File: src/rtl/gpi_pkg.sv
package gpi_pkg;

    typedef enum logic [1:0] {
        RT_NONE = 2'b00,
        RT_SMI  = 2'b01,
        RT_SCI  = 2'b10,
        RT_RSVD = 2'b11
    } route_e;

    typedef enum logic [1:0] {
        Q_IDLE = 2'b00,
        Q_SEEN = 2'b01,
        Q_QUAL = 2'b10
    } qual_e;

endpackage

File: src/rtl/gpi_sync.sv
module gpi_sync #(
    parameter int WIDTH  = 16,
    parameter int STAGES = 2
) (
    input  logic             clk,
    input  logic             rst_n,
    input  logic [WIDTH-1:0] d_i,
    output logic [WIDTH-1:0] q_o
);
    logic [WIDTH-1:0] stg_q [STAGES];

    generate
        for (genvar s = 0; s < STAGES; s++) begin : g_stage
            if (s == 0) begin : g_first
                always_ff @(posedge clk or negedge rst_n) begin
                    if (!rst_n) stg_q[0] <= '0;
                    else        stg_q[0] <= d_i;
                end
            end else begin : g_next
                always_ff @(posedge clk or negedge rst_n) begin
                    if (!rst_n) stg_q[s] <= '0;
                    else        stg_q[s] <= stg_q[s-1];
                end
            end
        end
    endgenerate

    assign q_o = stg_q[STAGES-1];
endmodule

File: src/rtl/gpi_qualifier.sv
module gpi_qualifier
    import gpi_pkg::*;
(
    input  logic clk,
    input  logic rst_n,
    input  logic stb_i,
    input  logic pin_i,
    input  logic lvl_i,
    output logic qual_o
);
    qual_e state_q, state_d;
    logic  act;

    assign act = lvl_i ? pin_i : ~pin_i;

    always_ff @(posedge clk or negedge rst_n) begin
        if (!rst_n) state_q <= Q_IDLE;
        else        state_q <= state_d;
    end

    always_comb begin
        state_d = state_q;
        if (stb_i) begin
            unique case (state_q)
                Q_IDLE:  state_d = act ? Q_SEEN : Q_IDLE;
                Q_SEEN:  state_d = act ? Q_QUAL : Q_IDLE;
                Q_QUAL:  state_d = act ? Q_QUAL : Q_IDLE;
                default: state_d = Q_IDLE;
            endcase
        end
    end

    always_comb begin
        unique case (state_q)
            Q_QUAL:  qual_o = 1'b1;
            default: qual_o = 1'b0;
        endcase
    end

    AST_HOLD_NO_STROBE: assert property (@(posedge clk) disable iff (!rst_n)
        !stb_i |=> $stable(state_q));
    AST_INACTIVE_RESETS: assert property (@(posedge clk) disable iff (!rst_n)
        (stb_i && !act) |=> (state_q == Q_IDLE));
    AST_NO_SINGLE_QUAL: assert property (@(posedge clk) disable iff (!rst_n)
        (state_q == Q_IDLE) |=> (state_q != Q_QUAL));
endmodule

File: src/rtl/gpi_status.sv
module gpi_status #(
    parameter int N_PINS    = 16,
    parameter int STICKY_LO = 1
) (
    input  logic              clk,
    input  logic              rst_n,
    input  logic [N_PINS-1:0] qual_i,
    input  logic [N_PINS-1:0] clr_i,
    output logic [N_PINS-1:0] stat_o
);
    generate
        for (genvar i = 0; i < N_PINS; i++) begin : g_bit
            if (i < STICKY_LO) begin : g_live
                assign stat_o[i] = qual_i[i];
                AST_LIVE_FOLLOWS: assert property (@(posedge clk) disable iff (!rst_n)
                    $fell(qual_i[i]) |-> !stat_o[i]);
            end else begin : g_sticky
                logic stat_q;
                always_ff @(posedge clk or negedge rst_n) begin
                    if (!rst_n)         stat_q <= 1'b0;
                    else if (qual_i[i]) stat_q <= 1'b1;
                    else if (clr_i[i])  stat_q <= 1'b0;
                end
                assign stat_o[i] = stat_q;

                AST_SET_WINS: assert property (@(posedge clk) disable iff (!rst_n)
                    qual_i[i] |=> stat_o[i]);
                AST_NO_SPURIOUS_SET: assert property (@(posedge clk) disable iff (!rst_n)
                    (!qual_i[i] && !stat_o[i]) |=> !stat_o[i]);
                AST_STICKY_HOLD: assert property (@(posedge clk) disable iff (!rst_n)
                    (stat_o[i] && !clr_i[i]) |=> stat_o[i]);
            end
        end
    endgenerate
endmodule

File: src/rtl/gpi_route.sv
module gpi_route
    import gpi_pkg::*;
#(
    parameter int N_PINS = 16
) (
    input  logic [N_PINS-1:0]   stat_i,
    input  logic [2*N_PINS-1:0] route_i,
    output logic                smi_o,
    output logic                sci_o
);
    logic [N_PINS-1:0] smi_hit;
    logic [N_PINS-1:0] sci_hit;

    generate
        for (genvar i = 0; i < N_PINS; i++) begin : g_pin
            route_e code;
            assign code = route_e'(route_i[2*i +: 2]);
            always_comb begin
                smi_hit[i] = 1'b0;
                sci_hit[i] = 1'b0;
                unique case (code)
                    RT_SMI:  smi_hit[i] = stat_i[i];
                    RT_SCI:  sci_hit[i] = stat_i[i];
                    RT_NONE: ;
                    RT_RSVD: ;
                    default: ;
                endcase
            end
        end
    endgenerate

    assign smi_o = |smi_hit;
    assign sci_o = |sci_hit;

    always_comb begin
        AST_EXCLUSIVE_ROUTE: assert ((smi_hit & sci_hit) == '0);
    end
endmodule

File: src/rtl/gpi_event_router.sv
module gpi_event_router #(
    parameter int N_PINS      = 16,
    parameter int STICKY_LO   = 1,
    parameter int SYNC_STAGES = 2
) (
    input  logic                 clk,
    input  logic                 rst_n,
    input  logic [15:0]          pin_raw_i,
    input  logic                 fast_stb_i,
    input  logic                 slow_stb_i,
    input  logic                 run_i,
    input  logic [15:0]          lvl_sel_i,
    input  logic [31:0]          route_i,
    input  logic [15:0]          clr_i,
    output logic [15:0]          stat_o,
    output logic                 smi_o,
    output logic                 sci_o
);
    localparam int RW = 2 * N_PINS;

    logic [N_PINS-1:0] pin_sync;
    logic [N_PINS-1:0] qual;
    logic              samp_stb;

    assign samp_stb = run_i ? fast_stb_i : slow_stb_i;

    gpi_sync #(.WIDTH(N_PINS), .STAGES(SYNC_STAGES)) u_sync (
        .clk   (clk),
        .rst_n (rst_n),
        .d_i   (pin_raw_i[N_PINS-1:0]),
        .q_o   (pin_sync)
    );

    generate
        for (genvar i = 0; i < N_PINS; i++) begin : g_qual
            gpi_qualifier u_qual (
                .clk    (clk),
                .rst_n  (rst_n),
                .stb_i  (samp_stb),
                .pin_i  (pin_sync[i]),
                .lvl_i  (lvl_sel_i[i]),
                .qual_o (qual[i])
            );
        end
    endgenerate

    gpi_status #(.N_PINS(N_PINS), .STICKY_LO(STICKY_LO)) u_status (
        .clk    (clk),
        .rst_n  (rst_n),
        .qual_i (qual),
        .clr_i  (clr_i[N_PINS-1:0]),
        .stat_o (stat_o)
    );

    gpi_route #(.N_PINS(N_PINS)) u_route (
        .stat_i  (stat_o),
        .route_i (route_i[RW-1:0]),
        .smi_o   (smi_o),
        .sci_o   (sci_o)
    );

    AST_RESET_QUIET: assert property (@(posedge clk)
        !rst_n |=> (stat_o[N_PINS-1:STICKY_LO] == '0));
endmodule

File: config.mk
export PLATFORM = sky130hd
export DESIGN_NAME = gpi_event_router
export DESIGN_NICKNAME = d
export VERILOG_FILES = /design/src/rtl/gpi_pkg.sv /design/src/rtl/gpi_sync.sv /design/src/rtl/gpi_qualifier.sv /design/src/rtl/gpi_status.sv /design/src/rtl/gpi_route.sv /design/src/rtl/gpi_event_router.sv
export SDC_FILE = /design/constraint.sdc
export NUM_CORES = 1
export LEC_CHECK = 0
export CAP_MARGIN = 20
export CORE_AREA = 2 2 89 91
export DETAILED_ROUTE_END_ITERATION = 8
export DIE_AREA = 0 0 91 93
export GPL_TIMING_DRIVEN = 1
export HOLD_SLACK_MARGIN = 0.1
export PLACE_DENSITY = 0.85
export SLEW_MARGIN = 20
export SYNTH_ARGS = -nofsm -noshare
export SYNTH_HDL_FRONTEND = slang
export SYNTH_SLANG_ARGS = --single-unit
File: constraint.sdc
create_clock -name clk -period 4.45 [get_ports clk]
set_input_delay 0.89 -clock clk [delete_from_list [all_inputs] [get_ports clk]]
set_output_delay 0.89 -clock clk [all_outputs]
set_load 0.02 [all_outputs]
* Yosys cells after proc, flatten, opt, wreduce, memory -nomap -nowiden
Cells that the tools add are included.
Word-level totals: input bits 85, output and inout bits 18, logic and storage cells 305, register bits 79
Cells by class: bitwise operators 16, equality and inequality tests 64, reductions and logical operators 49, muxes and demuxes 143
Operators by type and width (count):
- $mux W1 | 111
- $eq A2 B1 Y1 const B | 32
- $eq A2 B2 Y1 const B | 32
- $pmux W2 S2 | 16
- $logic_not A2 Y1 | 16
- $mux W2 | 16
- $reduce_or A16 Y1 | 2
- $reduce_or A2 Y1 | 16
- $reduce_bool A2 Y1 | 15
- $not A1 Y1 | 16

* Depth between registers and ports, before layout
word-level depth 4, gate-level depth with buffers 5, gate-level depth less buffers 5

* Cells and area by module
From an unflattened synthesis, not the netlist that was laid out.
Unflattened totals: cells, all modules 351, area, all modules 3923.8 um^2
Modules (own cells, without submodules):
- gpi_qualifier | cells each 12, area an instance 127.6 um^2, sequential area each 50.0 um^2, times used 16
- gpi_sync | cells each 48, area an instance 920.9 um^2, sequential area each 800.8 um^2, times used 1
- gpi_status | cells each 61, area an instance 664.4 um^2, sequential area each 375.4 um^2, times used 1
- gpi_route | cells each 49, area an instance 281.5 um^2, sequential area each 0.0 um^2, times used 1
- gpi_event_router | cells each 1, area an instance 15.0 um^2, sequential area each 0.0 um^2, times used 1

* Worst setup path after synthesis
OpenSTA, ideal clock, no wires.
path kind input-to-output, start point input route_i[27], end point output smi_o, required time 3.560 ns, data arrival time 1.686 ns, buffers on the path 0, cell stages on the path 3, path slack 1.874 ns, cells stage by stage nand3b_1 nand4_1 or4_1
On the way: longest elaborated chain between the ends 3
RTL lines:
- start: declaration | line gpi_event_router.sv:13 | input logic [31:0] route_i,
- $eq A2 B1 Y1 | line gpi_route.sv:21 | unique case (code)
- $mux W1 | line gpi_route.sv:21
- $reduce_or A16 Y1 | line gpi_route.sv:32 | assign smi_o = |smi_hit;
- end: declaration | line gpi_event_router.sv:16 | output logic smi_o,
Every way passes these cells.

* Worst setup path after layout
start point input route_i[9], end point output smi_o
Same word-level chain as after synthesis.

==> results.py <==
metrics = {
    "finish": {
        "post_route_cells_drive_above_1_share_pct": 3.95,
        "layout_commonest_cell": "clkdlybuf4s50_1",
        "diodes": 0,
        "final_cell_mix": "100 x clkdlybuf4s50_1, 79 x dfrtp_1, 63 x inv_1, 48 x ha_1, 32 x nand3b_1",
        "synthToLayoutAreaGrowth_pct": 31.5,
        "register_area_mm2": 0.00198,
        "multi_input_area_mm2": 0.00154,
        "num-nets-final": 558,
        "design_area_mm2": 0.00513,
        "nFillCells": 585,
    },
    "detailed_routing": {
        "drt_pass1_iterations": 4,
        "antenna_left": 0,
        "drt-wirelength-per-cell_um": 13.9,
        "vias": 2660,
        "vias_per_cell": 5.00,
        "drc": 0,
        "drt-total-wl_um": 7380,
        "drt_iter0_markers": 128,
    },
    "timing": {
        "finalCriticalPeriod_ps": 3640,
        "final_hold_viol_count": 0,
        "maxSlewViolCount": 0,
        "setup_slack_ps": 808,
        "worst_slew_pin_slew_ps": 878,
        "min_period_over_period_pct": 81.8,
        "maxSlewHeadroom_pct": 40.2,
        "finClkSkew_ps": 5.15,
        "fin_setup_tns_ps": 0,
        "setup_viol_count_final": 0,
        "rsz0062_at_grt": "no",
        "fmax_mhz": 275,
    },
    "yosys": {
        "synth_nets": 466,
        "yosysSeqAreaShare_pct": 50.7,
        "synthMuxAreaShare_pct": 0.257,
        "synth_top_family_by_area": "adder cells",
        "ys_warn_count": 0,
        "avgSynthCellArea_um2": 11.7,
        "synth_cell_types": 14,
        "synthXorXnorAreaFrac_pct": 3.60,
        "synth_compound_area_share_pct": 10.6,
        "synthSimpleGateAreaFrac_pct": 9.37,
        "synth.cell_area_mm2": 0.00390,
        "syn-instance-count": 333,
        "synth_fa_ha_area_share_pct": 15.4,
        "synth-seq-cells": 79,
    },
    "global_routing": {
        "track_usage_pct": 18.3,
        "grt_pass1_vias": 2684,
        "grt_overflow_total": 0,
        "use_met3_pct": 3.95,
        "grt_max_degree": 80,
        "grt_use_met2_pct": 30.6,
        "grt.met1_usage_pct": 22.7,
        "grt_pass1_wl_um": 12100,
        "antenna_found_initial": 0,
        "grt-busiest-layer": "met2",
    },
    "floorplan": {
        "die-area_mm2": 0.00846,
        "fp.dieH_um": 93,
        "row_count": 32,
        "core-area_mm2": 0.00753,
        "num_io_pins": 103,
        "die_w_um": 91,
        "start_util_pct": 51.8,
    },
    "critical_path": {
        "crit_slowest_cell": "or4_1",
        "crit_required_ps": 3560,
        "cp.arrival_ps": 2750,
        "cp_common_cell": "clkdlybuf4s50_1",
        "crit_path_max_fanout": 2,
        "crit_type": "in2out",
        "cp-end-kind": "primary output",
        "path_cells": "clkdlybuf4s50_1 -> nand3b_1 -> nand4_1 -> or4_1 -> clkdlybuf4s50_1",
        "crit_path_start_kind": "input pin",
        "max_stage_delay_ps": 560,
    },
    "clock_network": {
        "cts_setup_buffers": 0,
        "clkTransAtPathRegs_ps": 70,
        "postCtsHoldBufs": 0,
        "cts_root_buf": "clkbuf_8",
        "cts_inserted_buffers": 9,
        "cts_resized": 0,
        "cts_tree": "yes",
        "cts_buffer_depth": 2,
        "cts.sinks": 79,
        "cts.htree.levels": 3,
        "clk_latency_ps": 350,
    },
    "placed_design": {
        "routabilityCongestion": 0.701,
        "place_area_mm2": 0.00490,
        "pre_cts_ws_ps": 810,
        "numPortBuffers": 101,
        "dp_hpwl_um": 5540,
    },
    "power": {
        "p_per_area_mw_per_mm2": 489,
        "power.leakage_nw": 2.47,
        "ir_drop_mv": 0.213,
        "total_power_mw": 2.51,
    },
    "job": {
        "drv_cap": 0,
    },
    "run_status": {
        "run_status": "finished clean",
    },
    "worst_hold_path": {
        "min_path_type": "reg2reg",
    },
}
per-stage QoR:
stage          std cells  util [%]  hold WS (ps)
5_1_grt              532      68.1           354
6_report             532      68.1           350
2_1_floorplan        333         -           331
3_3_place_gp         516      65.1           332
3_5_place_dp         516      65.1           335
4_1_cts              532      68.1           352
layout make-up:
cell class / count / share of cell area, %
clock buffer: 13 / 3.10
tap: 102 / 2.49
inverter: 63 / 4.61
timing repair buffer: 102 / 19.9
sequential: 79 / 38.6
clock inverter: 3 / 1.27
multi-input combinational: 170 / 30.1
Yosys cell counts (all sizes together):
cell type	number	share of area [%]
mux2i	1	0.26
buf	21	4.0
xor2	16	3.6
or4	2	0.39
a21o	15	2.9
a22o	16	3.6
inv	63	6.1
dfrtp	79	51
ha	48	15
nor2	16	1.5
a32o	16	4.1
nand3b	32	6.2
nand4	8	1.3
report_power, final:
| part | switching (mW) | internal, mW | total, mW |
|---|---|---|---|
| clock network | 0.243 | 0.346 | 0.589 |
| registers | 0.177 | 0.899 | 1.08 |
| logic | 0.390 | 0.453 | 0.843 |
| total | 0.810 | 1.70 | 2.51 |
logic make-up after synthesis:
family / after synthesis
buffers and inverters: 84
flip-flops: 79
AND/OR/NAND/NOR: 58
adder cells (fa/ha/maj): 48
AO/OA/AOI/OAI: 47
XOR/XNOR: 16
multiplexers: 1
sequential cells by signal (all words and copies together), names as in the netlist:
name and cells:
g_qual.u_qual.state_q 32, u_status.g_bit.g_sticky.stat_q 15, u_sync.q_o 16, u_sync.stg_q 16
worst max-delay path, delay by kind of cell:
kind	cells	cell delay (ps)
buffers and inverters	2	1040
AND/OR/NAND/NOR	3	820
final timing paths:
| path | to | cells after the start | slack (ps) | from |
|---|---|---|---|---|
| worst max-delay path | smi_o | 5 | 810 | route_i[9] |
| worst min-delay path | u_sync.q_o[10] | 0 | 350 | u_sync.stg_q[26] |
| worst max register to register | g_qual[5].u_qual.state_q[1] | 3 | 3380 | g_qual[5].u_qual.state_q[0] |
| worst min register to register | u_sync.q_o[10] | 0 | 350 | u_sync.stg_q[26] |
| max in group asynchronous | g_qual[4].u_qual.state_q[0] | 1 | 3400 | rst_n |
| min in group asynchronous | u_sync.stg_q[26] | 1 | 550 | rst_n |
layer usage:
metal  routed length, um  share of wire [%]
met5                   0                  0
met1                3160                 43
met2                3660                 50
met4                 138                1.9
met3                 420                5.7
Power figures use the tool's default switching activity.
